[src/rtl/rsq_pkg.sv]
package rsq_pkg;

   typedef enum logic [1:0] {
      RSQ_FROZEN  = 2'b00,
      RSQ_EXT     = 2'b01,
      RSQ_INT     = 2'b10,
      RSQ_INT_ALT = 2'b11
   } rsq_mode_e;

   function automatic logic mode_is_frozen(input rsq_mode_e m);
      return (m == RSQ_FROZEN);
   endfunction

   function automatic logic mode_is_ext(input rsq_mode_e m);
      return (m == RSQ_EXT);
   endfunction

endpackage

[src/rtl/rsq_mode_reg.sv]
module rsq_mode_reg
   import rsq_pkg::*;
(
   input  logic       clk,
   input  logic       srst,
   input  logic [1:0] mode_code,
   output logic       frozen,
   output logic       ext_sel
);

   rsq_mode_e mode_q;

   always_ff @(posedge clk) begin
      if (srst) mode_q <= RSQ_FROZEN;
      else      mode_q <= rsq_mode_e'(mode_code);
   end

   assign frozen  = mode_is_frozen(mode_q);
   assign ext_sel = mode_is_ext(mode_q);

endmodule

[src/rtl/rsq_release_window.sv]
module rsq_release_window #(
   parameter int REL_DLY = 2
) (
   input  logic clk,
   input  logic srst,
   input  logic frozen,
   output logic hold
);

   generate
      if (REL_DLY == 0) begin : g_no_window
         logic unused_win;
         assign unused_win = ^{clk, srst, frozen};
         assign hold = 1'b0;
      end else begin : g_window
         localparam int RW = $clog2(REL_DLY + 1);
         localparam logic [RW-1:0] LOAD = RW'(REL_DLY);
         logic [RW-1:0] left_q;

         always_ff @(posedge clk) begin
            if (srst)              left_q <= '0;
            else if (frozen)       left_q <= LOAD;
            else if (left_q != '0) left_q <= left_q - 1'b1;
         end

         assign hold = (left_q != '0);
      end
   endgenerate

endmodule

[src/rtl/rsq_timeout_ctr.sv]
module rsq_timeout_ctr #(
   parameter int INT_CYC = 1000,
   parameter int EXT_CYC = 100
) (
   input  logic clk,
   input  logic srst,
   input  logic run,
   input  logic ext_sel,
   output logic expired
);

   localparam int MAXC = (INT_CYC > EXT_CYC) ? INT_CYC : EXT_CYC;
   localparam int CW   = $clog2(MAXC + 1);
   localparam logic [CW-1:0] LAST_INT = CW'(INT_CYC - 1);
   localparam logic [CW-1:0] LAST_EXT = CW'(EXT_CYC - 1);

   logic [CW-1:0] cnt_q;
   logic [CW-1:0] last;

   assign last = ext_sel ? LAST_EXT : LAST_INT;

   always_ff @(posedge clk) begin
      if (srst || !run)    cnt_q <= '0;
      else if (cnt_q <= last) cnt_q <= cnt_q + 1'b1;
   end

   assign expired = run && (cnt_q >= last);

endmodule

[src/rtl/supply_reset_sequencer.sv]
module supply_reset_sequencer #(
   parameter int NUM_MON    = 3,
   parameter int CLK_HZ     = 50_000_000,
   parameter int TIMEOUT_MS = 200,
   parameter int EXT_CYC    = 20_000,
   parameter int REL_DLY    = 2
) (
   input  logic               clk,
   input  logic               srst,
   input  logic [NUM_MON-1:0] mon_ok,
   input  logic [1:0]         mode_code,
   output logic               rst_n
);

   localparam longint INT_L   = (longint'(CLK_HZ) * longint'(TIMEOUT_MS)) / 1000;
   localparam int     INT_CYC = int'(INT_L);
   localparam int     MIN_CYC = (INT_CYC < EXT_CYC) ? INT_CYC : EXT_CYC;

   generate
      if (NUM_MON < 1) begin : g_bad_mon
         $error("NUM_MON must be at least 1");
      end
      if (INT_CYC < 2) begin : g_bad_int
         $error("internal timeout must be at least 2 cycles");
      end
      if (EXT_CYC < 2) begin : g_bad_ext
         $error("EXT_CYC must be at least 2");
      end
      if (REL_DLY < 0) begin : g_bad_rel
         $error("REL_DLY must not be negative");
      end
   endgenerate

   logic frozen;
   logic ext_sel;
   logic hold;
   logic expired;
   logic all_ok;
   logic rst_q;
   logic run;

   assign all_ok = &mon_ok;
   assign run    = !frozen && all_ok && !rst_q;

   rsq_mode_reg u_mode (
      .clk       (clk),
      .srst      (srst),
      .mode_code (mode_code),
      .frozen    (frozen),
      .ext_sel   (ext_sel)
   );

   rsq_release_window #(.REL_DLY(REL_DLY)) u_win (
      .clk    (clk),
      .srst   (srst),
      .frozen (frozen),
      .hold   (hold)
   );

   rsq_timeout_ctr #(.INT_CYC(INT_CYC), .EXT_CYC(EXT_CYC)) u_tmo (
      .clk     (clk),
      .srst    (srst),
      .run     (run),
      .ext_sel (ext_sel),
      .expired (expired)
   );

   always_ff @(posedge clk) begin
      if (srst)         rst_q <= 1'b0;
      else if (frozen)  rst_q <= rst_q;
      else if (!all_ok) rst_q <= hold ? rst_q : 1'b0;
      else if (expired) rst_q <= 1'b1;
   end

   assign rst_n = rst_q;

endmodule

[config.mk]
export PLATFORM = sky130hd
export DESIGN_NAME = supply_reset_sequencer
export DESIGN_NICKNAME = d
export VERILOG_FILES = /design/src/rtl/rsq_pkg.sv /design/src/rtl/rsq_mode_reg.sv /design/src/rtl/rsq_release_window.sv /design/src/rtl/rsq_timeout_ctr.sv /design/src/rtl/supply_reset_sequencer.sv
export SDC_FILE = /design/constraint.sdc
export NUM_CORES = 1
export LEC_CHECK = 0
export BUFFER_PORTS_ARGS = -buffer_cell sky130_fd_sc_hd__buf_2
export CAP_MARGIN = 20
export CORE_MARGIN = 5
export CORE_UTILIZATION = 65
export CTS_CLUSTER_DIAMETER = 30
export DETAILED_ROUTE_END_ITERATION = 12
export PLACE_DENSITY = 0.81
export SLEW_MARGIN = 30
export SYNTH_ARGS = -nofsm -noshare
export SYNTH_HDL_FRONTEND = slang
export SYNTH_SLANG_ARGS = --single-unit
[constraint.sdc]
create_clock -name clk -period 5.2 [get_ports clk]
set_clock_uncertainty 0.05 [all_clocks]
set_input_delay 0.78 -clock clk [delete_from_list [all_inputs] [get_ports clk]]
set_output_delay 0.78 -clock clk [all_outputs]
set_load 0.01 [all_outputs]
Yosys cells after proc, flatten, opt, wreduce, memory -nomap -nowiden

Cells that the tools add are included.

Register bits after elaboration: 29
Input port bits: 7

Reductions and logical operators: 13
Add/sub/neg operators: 2
Magnitude comparators: 2
Bitwise operators: 1
Mux-type cells: 6
Equal/unequal tests: 3

Operators by type and width:

| kind                                                  | count |
|---|---|
| adder 24 x 1 -> 24 bit, second input constant         | 1 |
| greater-or-equal comparator 24 bit                    | 1 |
| less-or-equal comparator 24 bit                       | 1 |
| two-way mux 24 bit                                    | 1 |
| AND reduction 3 bit                                   | 2 |
| two-way mux 2 bit                                     | 2 |
| nonzero test 2 bit                                    | 2 |
| logical AND 1 bit                                     | 3 |
| zero test 1 bit                                       | 3 |
| two-way mux 1 bit                                     | 3 |
| == test 2 x 1 -> 1 bit, second input constant         | 1 |
| zero test 2 bit                                       | 1 |
| inequality test 2 x 1 -> 1 bit, second input constant | 1 |
| inequality test 2 bit, second input constant          | 1 |
| OR reduction 2 bit                                    | 1 |
| subtractor 2 x 1 -> 2 bit, second input constant      | 1 |
| logical OR 1 bit                                      | 1 |
| NOT 1 bit                                             | 1 |

Longest topological paths before layout

Gate-level depths: netlist (run 1).

Word-level depth: 7
Mapped depth: 11

Cells and area by module

A second synthesis (run 1) with hierarchy kept.

Cell total of the unflattened synthesis: 194
Area total of the unflattened synthesis: 1,654.1 um2

By module, submodules not included:

| module                 | cells each | area an instance (um2) | instances |
|---|---|---|---|
| rsq_timeout_ctr        | 175        | 1,465.2                | 1 |
| rsq_release_window     | 6          | 70.1                   | 1 |
| rsq_mode_reg           | 6          | 65.1                   | 1 |
| supply_reset_sequencer | 7          | 53.8                   | 1 |

Worst setup path before layout (run 1)

OpenSTA, ideal clock, no wires.

Path kind: flip-flop to flip-flop
From: reg u_tmo.cnt_q[0]
To: reg u_tmo.cnt_q[14]
Clock period less this slack: 2,579 ps
Data required time: 5,078 ps
Setup time: 72 ps
Stages on the path, launching flop included: 11
Slack: 2,621 ps
Arrival time: 2,457 ps
Buffers on the path: 2
Cell sequence: dfxtp_1 -> ha_1 -> and4_1 -> buf_6 -> maj3_2 -> a2111o_1 -> o21ai_2 -> nand3_2 -> buf_6 -> a2111oi_4 -> mux2i_1

Word-level cells in the longest chain between the ends: 1
Elaborated cells on any way between the ends: 2
Those cells by class: add/sub (1); order compare (1)

Ends and longest elaborated chain:

| what                                                                             | line                  | text |
|---|---|---|
| from (decl)                                                                      | rsq_timeout_ctr.sv:17 | `logic [CW-1:0] cnt_q;` |
| from (signal assigned)                                                           | rsq_timeout_ctr.sv:24 | `else if (cnt_q <= last) cnt_q <= cnt_q + 1'b1;` |
| adder 24 x 1 -> 24 bit / less-or-equal comparator 24 bit (equally long branches) | rsq_timeout_ctr.sv:24 |  |

Parallel ways exist; a longest one is shown, timed or not.
A chain may end at the register's enable or synchronous reset.

Final worst setup path (run 1)

From: reg u_mode.mode_q[1]
To: reg u_tmo.cnt_q[14]

Word-level cells in the longest chain between the ends: 6
Elaborated cells on any way between the ends: 9
Those cells by class: order compare (1); eq/ne (1); mux (1); reduce/logical (6)

Ends and longest elaborated chain:

| what                                                                    | line               | text |
|---|---|---|
| from (decl)                                                             | rsq_mode_reg.sv:11 | `rsq_mode_e mode_q;` |
| from (signal assigned)                                                  | rsq_mode_reg.sv:15 | `else mode_q <= rsq_mode_e'(mode_code);` |
| branches (longest 6 deep; another with less-or-equal comparator 24 bit) | -                  |  |

Several ways; the timed one is not identified.

==> metrics.md, run 1 <==
| Metric | Value |
|---|---|
| Outcome | finished, final reports clean |
| Distinct cells, synth | 51 |
| Dpl hpwl | 2820 microns |
| Drt pass-1 iters | 4 |
| Cell count after synthesis | 221 |
| Hold Vio Cnt, Final | 0 |
| Final Max Tran Viols | 0 |
| GR peak layer | met2 |
| Syn_nets | 233 |
| Clk_lat worst skew | 0.34 ns |
| Share of layout cells above drive strength 1 | 0.154 |
| Fin Setup TNS | 0 ns |
| Htree depth | 2 |
| Clock Sinks | 29 |
| Grt met2 use | 0.344 |
| Crit path DAT | 3.39 ns |
| Mapped Area | 1870 sq um |
| Synth Area in Compound Gates | 0.166 |
| F_max | 0.315 GHz |
| Clk buf depth | 2 |
| DR WL/cell | 14.7 microns |
| RSZ-0062 raised after global routing | no |
| Setup bufs post-CTS | 0 |
| GRT Overall Usage | 0.205 |
| P_leak | 0.657 nW |
| Hold Crit Class | reg -> reg |
| Post-synth ARST share | 0 |
| Yosys reg bits | 29 |
| Xor/xnor share of the synthesized area | 0.0234 |
| DIE WIDTH | 63.6 microns |
| Max Fanout on Critical Path | 13 |
| Fin crit share | 0.611 |
| Drt first-iter violations | 84 |
| Max-cap violations | 0 |
| Core Area | 2760 sq um |
| Worst VDD drop | 258 uV |
| Pwr Density | 221 nW/um^2 |
| Vias in the first global route | 1559 |
| Largest net degree at the start of global routing | 21 |
| Row count | 19 |
| Crit-path cells | nand2b_2 -> inv_1 -> ha_1 -> or4b_4 -> nor2_1 -> nand4_1 -> buf_4 -> a2111oi_4 -> mux2i_1 |
| Mux contribution to synthesized area | 0.0910 |
| PostCTS Resize Cnt | 0 |
| Worst Setup Start Kind | register |
| Congestion Overflow GR | 0 |
| ANT cells | 0 |
| Seq/Total Area, Yosys | 0.311 |
| Gp weighted congestion | 0.890 |
| Residual DRC | 0 |
| Area Growth Syn to Fin | 6.16% |
| Worst Setup Path Type | reg -> reg |
| Routing usage on met1 | 0.241 |
| Initial antenna violation count | 0 |
| Finished Layout Cells | 258 |
| Worst Path Required | 5.41 ns |
| Max stage delay on crit path | 0.51 ns |
| Synth Area in Adders | 0.0395 |
| Post-layout util | 0.720 |
| Relative slew margins | 0.477 |
| Post-synth EDFFs | 0 |
| Post-DR vias/cell | 6.29 |
| Die footprint | 4050 sq um |
| # setup viols final | 0 |
| Slowest cell on the critical path | nand4_1 |
| Num CTS Buffers | 5 |
| IO Count | 8 |
| Post-Synth Simple-Gate Area | 0.312 |
| Largest family of logic cells by synthesized area | simple AND/OR/NAND/NOR gates |
| Tightest Pin Transition | 0.779 ns |
| Final nets | 238 |
| ANT nets after route | 0 |
| Fin crit period | 3.18 ns |
| CTS Hold Bufs | 0 |
| Port Buffer Count | 7 |
| Critical Path End Type | register |
| Top_reg_cell synth | dfxtp_1 |
| Syn. warnings | 0 |
| Starting density of the core | 0.678 |
| Global-route wire length before repair | 6790 microns |
| Placed Instances | 250 |
| CTS tree | done |
| Final wirelength | 3790 microns |
| M3 GR Usage | 0.0693 |
| Via count | 1622 |
| Clock-pin slew on the worst setup and hold paths | 0.10 ns |
| Mean Syn Cell Area | 8.46 sq um |
| Chip height | 63.6 microns |
| Root buf cell | clkbuf_4 |
==> Yosys cell counts, types with 3 or more instances <==
cell,number,area [sq um]
nor2_1,14,52.6
and3_1,4,25.0
inv_1,7,26.3
or4_1,3,22.5
o21ai_0,4,20.0
o21ai_1,3,15.0
nand2_1,28,105
nand2b_1,14,87.6
nand4_1,7,43.8
a21oi_2,5,43.8
a21oi_1,13,65.1
mux2i_1,17,170
ha_1,5,62.6
dfxtp_1,29,581
clkbuf_1,5,18.8
nand3_1,12,60.1
nor2b_1,3,18.8
nor3_1,3,15.0
xor2_1,3,26.3
==> cell type report <==
class,count,area (sq um)
Clock inverter,2,37.5
Sequential cell,29,581
Fill cell,196,773
Inverter,8,30.0
Clock buffer,6,51.3
Timing Repair Buffer,9,50.0
Multi-Input combinational cell,173,1200
Tap cell,31,38.8
==> path summary, 6_finish.rpt <==
kind,from,endpoint,slack [ns],cells after the start
hold / removal,u_win.g_window.left_q[0],u_win.g_window.left_q[0],0.41,1
setup reg to reg,u_mode.mode_q[1],u_tmo.cnt_q[14],2.02,9
hold reg to reg,u_win.g_window.left_q[0],u_win.g_window.left_q[0],0.41,1
setup / recovery,u_mode.mode_q[1],u_tmo.cnt_q[14],2.02,9
==> logic make-up after synthesis <==
| kind of cell | Yosys count |
|---|---|
| buffers and inverters | 19 |
| XOR/XNOR | 5 |
| AO/OA/AOI/OAI | 40 |
| AND/OR/NAND/NOR | 105 |
| adder cells (fa/ha/maj) | 6 |
| multiplexers | 17 |
| flip-flops | 29 |
==> cells in the final DEF (no fill, tap or decap), types with 3 or more instances in the layout <==
master | synthesis | final
a21oi_1 | 13 | 13
a21oi_2 | 5 | 5
and3_1 | 4 | 4
buf_2 | 1 | 7
clkbuf_4 | 0 | 5
dfxtp_1 | 29 | 29
ha_1 | 5 | 5
inv_1 | 7 | 7
mux2i_1 | 17 | 17
nand2_1 | 28 | 28
nand2b_1 | 14 | 14
nand3_1 | 12 | 12
nand4_1 | 7 | 7
nor2_1 | 14 | 14
nor2b_1 | 3 | 3
nor3_1 | 3 | 3
o21ai_0 | 4 | 4
o21ai_1 | 3 | 3
or4_1 | 3 | 3
xor2_1 | 3 | 3
==> report_power, final <==
| group | total, mW | internal [mW] | switching, mW | leakage [nW] |
|---|---|---|---|---|
| sequential | 0.225 | 0.224 | 0.00142 | 0.234 |
| combinational | 0.0173 | 0.00735 | 0.00997 | 0.378 |
| clock | 0.196 | 0.114 | 0.0819 | 0.0445 |
==> metal layers <==
layer / share of wire / vias to the layer above
li1: - / 798
met1: 0.44 / 762
met2: 0.49 / 50
met3: 0.048 / 12
met4: 0.022 / 0
met5: 0 / -
==> state kept, by name (all words and copies together), names as in the netlist <==
register / flops
rst_n: 1
u_win.g_window.left_q: 2
u_tmo.cnt_q: 24
u_mode.mode_q: 2
==> through the flow <==
step	area, sq um	hold WS, ns	power [mW]	setup WS, ns
5_1_grt	1980	0.449	0.460	1.79
3_5_place_dp	1900	0.393	0.248	2.12
2_1_floorplan	1870	0.364	0.241	2.62
4_1_cts	1980	0.406	0.440	2.06
6_report	1980	0.405	0.439	2.02
3_3_place_gp	1890	0.377	0.246	2.21
==> worst max-delay path, delay by kind of cell, from the launching register on <==
family                   cells  cell delay [ns]
AND/OR/NAND/NOR              4             1.31
buffers and inverters        2             0.49
AO/OA/AOI/OAI                1             0.37
flip-flops                   1             0.36
adder cells (fa/ha/maj)      1             0.29
multiplexers                 1             0.23
(Power assumes the default switching activity.)
==> run 2, diff against run 1 <==
--- a/config.mk
+++ b/config.mk
@@ -8,10 +8,10 @@
 export BUFFER_PORTS_ARGS = -buffer_cell sky130_fd_sc_hd__buf_2
 export CAP_MARGIN = 20
 export CORE_MARGIN = 5
-export CORE_UTILIZATION = 65
+export CORE_UTILIZATION = 55
 export CTS_CLUSTER_DIAMETER = 30
 export DETAILED_ROUTE_END_ITERATION = 12
-export PLACE_DENSITY = 0.81
+export PLACE_DENSITY = 0.73
 export SLEW_MARGIN = 30
 export SYNTH_ARGS = -nofsm -noshare
 export SYNTH_HDL_FRONTEND = slang
==> constraint.sdc (replaced) <==
create_clock -name clk -period 2.8 [get_ports clk]
set_clock_uncertainty 0.05 [all_clocks]
set_input_delay 0.42 -clock clk [delete_from_list [all_inputs] [get_ports clk]]
set_output_delay 0.42 -clock clk [all_outputs]
set_load 0.01 [all_outputs]
==> run 2 against run 1 <==
  * Utilization down 9.6 points
  * Sequential cell count unchanged
  * Die area up 15%
  * Sequential share of layout area down 1.1 points
  * Worst hold slack worse by 0.17 ns
  * Combinational power up 82%
  * Critical path depth up 2
  * Sequential power up 86%
  * Worst setup slack worse by 1.9 ns
  * Non-clock buffer count up 9
  * Largest cell class unchanged
==> metrics.md, run 2 (synthesis gave the netlist of run 1 again) <==
| Metric | Value |
|---|---|
| Fin crit share | 0.944 |
| Register Area | 581 sq um |
| Drt first-iter violations | 139 |
| Relative slew margins | 0.719 |
| GRT Overall Usage | 0.199 |
| Max reg flops | 24 |
| Multi-input gate area | 1220 sq um |
| Biggest register | u_tmo.cnt_q |
| Fin crit period | 2.64 ns |
| Post-layout util | 0.624 |
| Worst Setup Start Kind | register |
| Drt pass-1 iters | 4 |
| IO Count | 8 |
| P_sw | 0.167 mW |
| Root buf cell | clkbuf_4 |
| RSZ-0062 raised after global routing | no |
| Largest regs | u_tmo.cnt_q (24), u_mode.mode_q (2), u_win.g_window.left_q (2) |
| Initial antenna violation count | 0 |
| DR WL/cell | 14.2 microns |
| Max stage delay on crit path | 0.49 ns |
| Clk_lat worst skew | 0.34 ns |
| Final instance area | 2060 sq um |
| Hold Crit Class | in -> reg |
| Worst Path Required | 3.01 ns |
| Sw frac | 0.240 |
| Max-cap violations | 0 |
| ANT nets after route | 0 |
| Outcome | finished, final reports clean |
| Hold Vio Cnt, Final | 0 |
| Row count | 21 |
| Clock-pin slew on the worst setup and hold paths | 0.08 ns |
| Area after DPL | 1990 sq um |
| Chip height | 68.3 microns |
| ANT cells | 0 |
| Most common cell after layout, fill and taps aside | dfxtp_1 |
| Core Area | 3310 sq um |
| Crit path DAT | 2.85 ns |
| Port Buffer Count | 7 |
| Setup bufs post-CTS | 0 |
| Vias in the first global route | 1485 |
| F_max | 0.378 GHz |
| Htree depth | 2 |
| Num CTS Buffers | 5 |
| Via count | 1637 |
| Worst VDD drop | 210 uV |
| Critical Path End Type | register |
| Final Max Tran Viols | 0 |
| Tightest Pin Transition | 0.418 ns |
| Global-route wire length before repair | 6820 microns |
| Die footprint | 4660 sq um |
| Fin Setup TNS | 0 ns |
| Slowest cell on the critical path | or4b_4 |
| Share of layout cells above drive strength 1 | 0.182 |
| Gp weighted congestion | 0.873 |
| Starting density of the core | 0.565 |
| Final wirelength | 4020 microns |
| Most frequent cells in the layout | dfxtp_1, nand2_1, mux2i_1 |
| # setup viols final | 0 |
| Clk network pwr share | 0.354 |
| Congestion Overflow GR | 0 |
| P_leak | 0.691 nW |
| Layout filler cell count | 321 |
| Power share of the sequential group | 0.601 |
| Worst Setup Path Type | reg -> reg |
| Largest net degree at the start of global routing | 35 |
| CTS tree | done |
| Logic pwr share | 0.045 |
| Power Internal | 0.529 mW |
| Pwr Density | 337 nW/um^2 |
| DIE WIDTH | 68.3 microns |
| Max Fanout on Critical Path | 13 |
| Final nets | 247 |
| Post-DR vias/cell | 5.80 |
| Clk buf depth | 2 |
| Residual DRC | 0 |
| PostCTS Resize Cnt | 0 |
| Crit-path cells | nand2b_2 -> inv_1 -> ha_1 -> or4b_4 -> nor2_1 -> nand4_1 -> buf_4 -> buf_4 -> inv_1 -> o21ai_0 -> a21oi_1 |
| Dpl hpwl | 2950 microns |
| CTS Hold Bufs | 0 |
| Area Growth Syn to Fin | 10.4% |
| Clock Sinks | 29 |
[run 2: final timing paths]
| path | start | slack, ns | depth (start not counted) | endpoint |
|---|---|---|---|---|
| max | u_mode.mode_q[1] | 0.16 | 11 | u_tmo.cnt_q[1] |
| min | mode_code[0] | 0.23 | 2 | u_mode.mode_q[0] |
| max reg2reg | u_mode.mode_q[1] | 0.16 | 11 | u_tmo.cnt_q[1] |
| min reg2reg | u_win.g_window.left_q[0] | 0.40 | 1 | u_win.g_window.left_q[0] |
[run 2: routing by layer]
| layer | wire length (microns) | GRT usage | vias up |
|---|---|---|---|
| met3 | 152 | 0.0509 | 12 |
| met2 | 1820 | 0.308 | 39 |
| met5 | 0 | 0 | - |
| li1 | - | - | 821 |
| met1 | 1930 | 0.252 | 765 |
| met4 | 120 | 0.104 | 0 |
[run 2: cell type report]
type,instances,area share
multi-input cells,173,0.590
flip-flops and latches,29,0.281
repair buffers,18,0.0630
well taps,46,0.0279
clock buffers,8,0.0236
inverters,8,0.0145
[run 2: critical path: cells and delay by family (launching register included)]
kind | cells | cell delay (ns)
and+or+nand+nor | 4 | 0.95
buffers and inverters | 4 | 0.63
DFF | 1 | 0.35
adders and majority gates | 1 | 0.30
AOI/OAI and AO/OA | 2 | 0.28
[run 2: stage by stage]
step	setup WS (ns)	total power [mW]	cells	hold slack [ns]
2_1_floorplan	0.221	0.448	221	0.364
3_3_place_gp	0.105	0.457	274	0.383
3_5_place_dp	0.110	0.458	274	0.392
4_1_cts	0.0708	0.703	282	0.223
5_1_grt	0.0123	0.728	282	0.240
6_report	0.156	0.695	282	0.235
[run 2: power by group through the flow]
stage / sequential [mW] / clock (mW) / combinational (mW)
finish: 0.418 / 0.246 / 0.0315
global route: 0.419 / 0.274 / 0.0359
CTS: 0.418 / 0.255 / 0.0305
detailed placement: 0.427 / 0 / 0.0304
global placement: 0.427 / 0 / 0.0297
floorplan: 0.427 / 0 / 0.0210
==> run 3, diff against run 2 <==
--- a/config.mk
+++ b/config.mk
@@ -8,10 +8,10 @@
 export BUFFER_PORTS_ARGS = -buffer_cell sky130_fd_sc_hd__buf_2
 export CAP_MARGIN = 20
 export CORE_MARGIN = 5
-export CORE_UTILIZATION = 55
+export CORE_UTILIZATION = 41
 export CTS_CLUSTER_DIAMETER = 30
 export DETAILED_ROUTE_END_ITERATION = 12
-export PLACE_DENSITY = 0.73
+export PLACE_DENSITY = 0.57
 export SLEW_MARGIN = 30
 export SYNTH_ARGS = -nofsm -noshare
 export SYNTH_HDL_FRONTEND = slang
==> run 3 against run 2 <==
  * Sequential power barely moved
  * Final cell count rose by 1.4%
  * Power rose by 13%
  * Worst setup slack got worse by 0.014 ns
  * Non-clock buffer count fell by 2
  * First-iteration DRC count fell by 26%
  * Design area rose by 1.0%
  * Largest power group unchanged
  * Clock-buffer cell count fell by 3
  * Via count fell by 2.7%
  * Utilization fell by 15 points
==> metrics.md, run 3 (synthesis gave the netlist of run 1 again) <==
| Metric | Value |
|---|---|
| Outcome | finished, final reports clean |
| Area Growth Syn to Fin | 11.6% |
| Final Max Tran Viols | 0 |
| Max stage delay on crit path | 0.42 ns |
| R2r worst-path depth | 9 |
| Initial antenna violation count | 0 |
| GRT Overall Usage | 0.142 |
| Chip height | 77.5 microns |
| F_max | 0.376 GHz |
| CTS tree | done |
| Port Buffer Count | 7 |
| Hold depth | 2 |
| Area after DPL | 1970 sq um |
| # setup viols final | 0 |
| Share of layout cells above drive strength 1 | 0.188 |
| Largest net degree at the start of global routing | 35 |
| Hold Crit Class | in -> reg |
| Biggest register | u_tmo.cnt_q |
| Root buf cell | clkbuf_8 |
| IO Count | 8 |
| Clock Sinks | 29 |
| Fin crit share | 0.949 |
| Placed Instances | 278 |
| Max-cap violations | 0 |
| Starting density of the core | 0.426 |
| Via count | 1592 |
| Setup bufs post-CTS | 0 |
| Global-route wire length before repair | 7050 microns |
| Final nets | 245 |
| Residual DRC | 0 |
| ANT cells | 0 |
| RSZ-0062 raised after global routing | no |
| GR peak layer | met2 |
| Worst Path Required | 2.96 ns |
| Htree depth | 2 |
| Crit-path cells | ha_1 -> and4_1 -> maj3_2 -> a2111o_1 -> o21ai_2 -> nand3_2 -> buf_4 -> a2111oi_4 -> mux2i_1 |
| Worst Setup Start Kind | register |
| Clock-pin slew on the worst setup and hold paths | 0.07 ns |
| Clk buf depth | 2 |
| ANT nets after route | 0 |
| Relative slew margins | 0.727 |
| Congestion Overflow GR | 0 |
| Gp weighted congestion | 0.822 |
| Row count | 24 |
| Hold Vio Cnt, Final | 0 |
| Fin Setup TNS | 0 ns |
| Drt first-iter violations | 103 |
| PnR Total Power | 0.788 mW |
| Post-DR vias/cell | 5.57 |
| Grt met2 use | 0.217 |
| R2r setup slk | 0.14 ns |
| Worst VDD drop | 318 uV |
| Die footprint | 6010 sq um |
| Fin crit period | 2.66 ns |
| Max Fanout on Critical Path | 8 |
| Core Area | 4380 sq um |
| M3 GR Usage | 0.0347 |
| Post-layout util | 0.476 |
| Finished Layout Cells | 286 |
| Num CTS Buffers | 5 |
| Final instance area | 2090 sq um |
| Clk_lat worst skew | 0.28 ns |
| Slowest cell on the critical path | a2111o_1 |
| Most common cell after layout, fill and taps aside | dfxtp_1 |
| Largest regs | u_tmo.cnt_q (24), u_mode.mode_q (2), u_win.g_window.left_q (2) |
| Crit path DAT | 2.81 ns |
| Drt pass-1 iters | 4 |
| Worst Setup Path Type | reg -> reg |
| Most frequent cells in the layout | dfxtp_1, nand2_1, mux2i_1 |
| Final wirelength | 4110 microns |
| Tightest Pin Transition | 0.409 ns |
| Max reg flops | 24 |
| P_leak | 0.698 nW |
| Routing usage on met1 | 0.198 |
| DR WL/cell | 14.4 microns |
| Layout filler cell count | 427 |
| Dpl hpwl | 3060 microns |
| Critical Path End Type | register |
| Pwr Density | 378 nW/um^2 |
| DIE WIDTH | 77.5 microns |
| Vias in the first global route | 1484 |
## run 3: cell count changes in the layout (fill, tap and decap cells not counted), sizes merged
| cell | delta |
|---|---|
| clkinvlp | +1 |
| clkbuf | -3 |
| clkinv | +2 |
| buf | -2 |
## run 3: final cells by class
class	count	area (sq um)	area share
repair buffers	16	103	0.0492
clock buffers	5	68.8	0.0330
clock inverters	3	17.5	0.00840
flip-flops and latches	29	581	0.278
multi-input cells	173	1220	0.585
well taps	52	65.1	0.0312
inverters	8	30.0	0.0144
## run 3: worst max-delay path, delay by kind of cell, from the launching register on
family / cells / cell delay, ns
AOI/OAI and AO/OA: 3 / 0.88
adders and majority gates: 2 / 0.54
and+or+nand+nor: 2 / 0.35
DFF: 1 / 0.33
muxes: 1 / 0.22
buffers and inverters: 1 / 0.21
## run 3: path summary, 6_finish.rpt
path                                          startpoint                       end
worst max-delay path                      u_tmo.cnt_q[0]           u_tmo.cnt_q[18]
worst min-delay path                        mode_code[0]          u_mode.mode_q[0]
worst max register to register            u_tmo.cnt_q[0]           u_tmo.cnt_q[18]
worst min register to register  u_win.g_window.left_q[0]  u_win.g_window.left_q[0]
## run 3: timing repair
item	4_1_cts	5_1_grt
gates resized for setup	0	6
hold buffers	0	0
endpoints found under the setup margin	0	5
hold endpoints to repair	0	0
## run 3: per-stage QoR
| stage | setup WS [ns] | hold slack, ns |
|---|---|---|
| 3_3_place_gp | 0.0745 | 0.387 |
| 4_1_cts | 0.0723 | 0.289 |
| 5_1_grt | 0.00109 | 0.312 |
| 2_1_floorplan | 0.221 | 0.364 |
| 3_5_place_dp | 0.100 | 0.388 |
| 6_report | 0.142 | 0.296 |
## run 3: power by group
part,internal (mW),switching [mW]
Clock,0.171,0.166
Sequential,0.416,0.00290
Combinational,0.0141,0.0178
## run 3: metal layers
metal / part of all wire / vias to the layer above
met3: 0.044 / 2
met2: 0.47 / 37
li1: - / 816
met5: 0 / -
met4: 0.0044 / 0
met1: 0.48 / 737
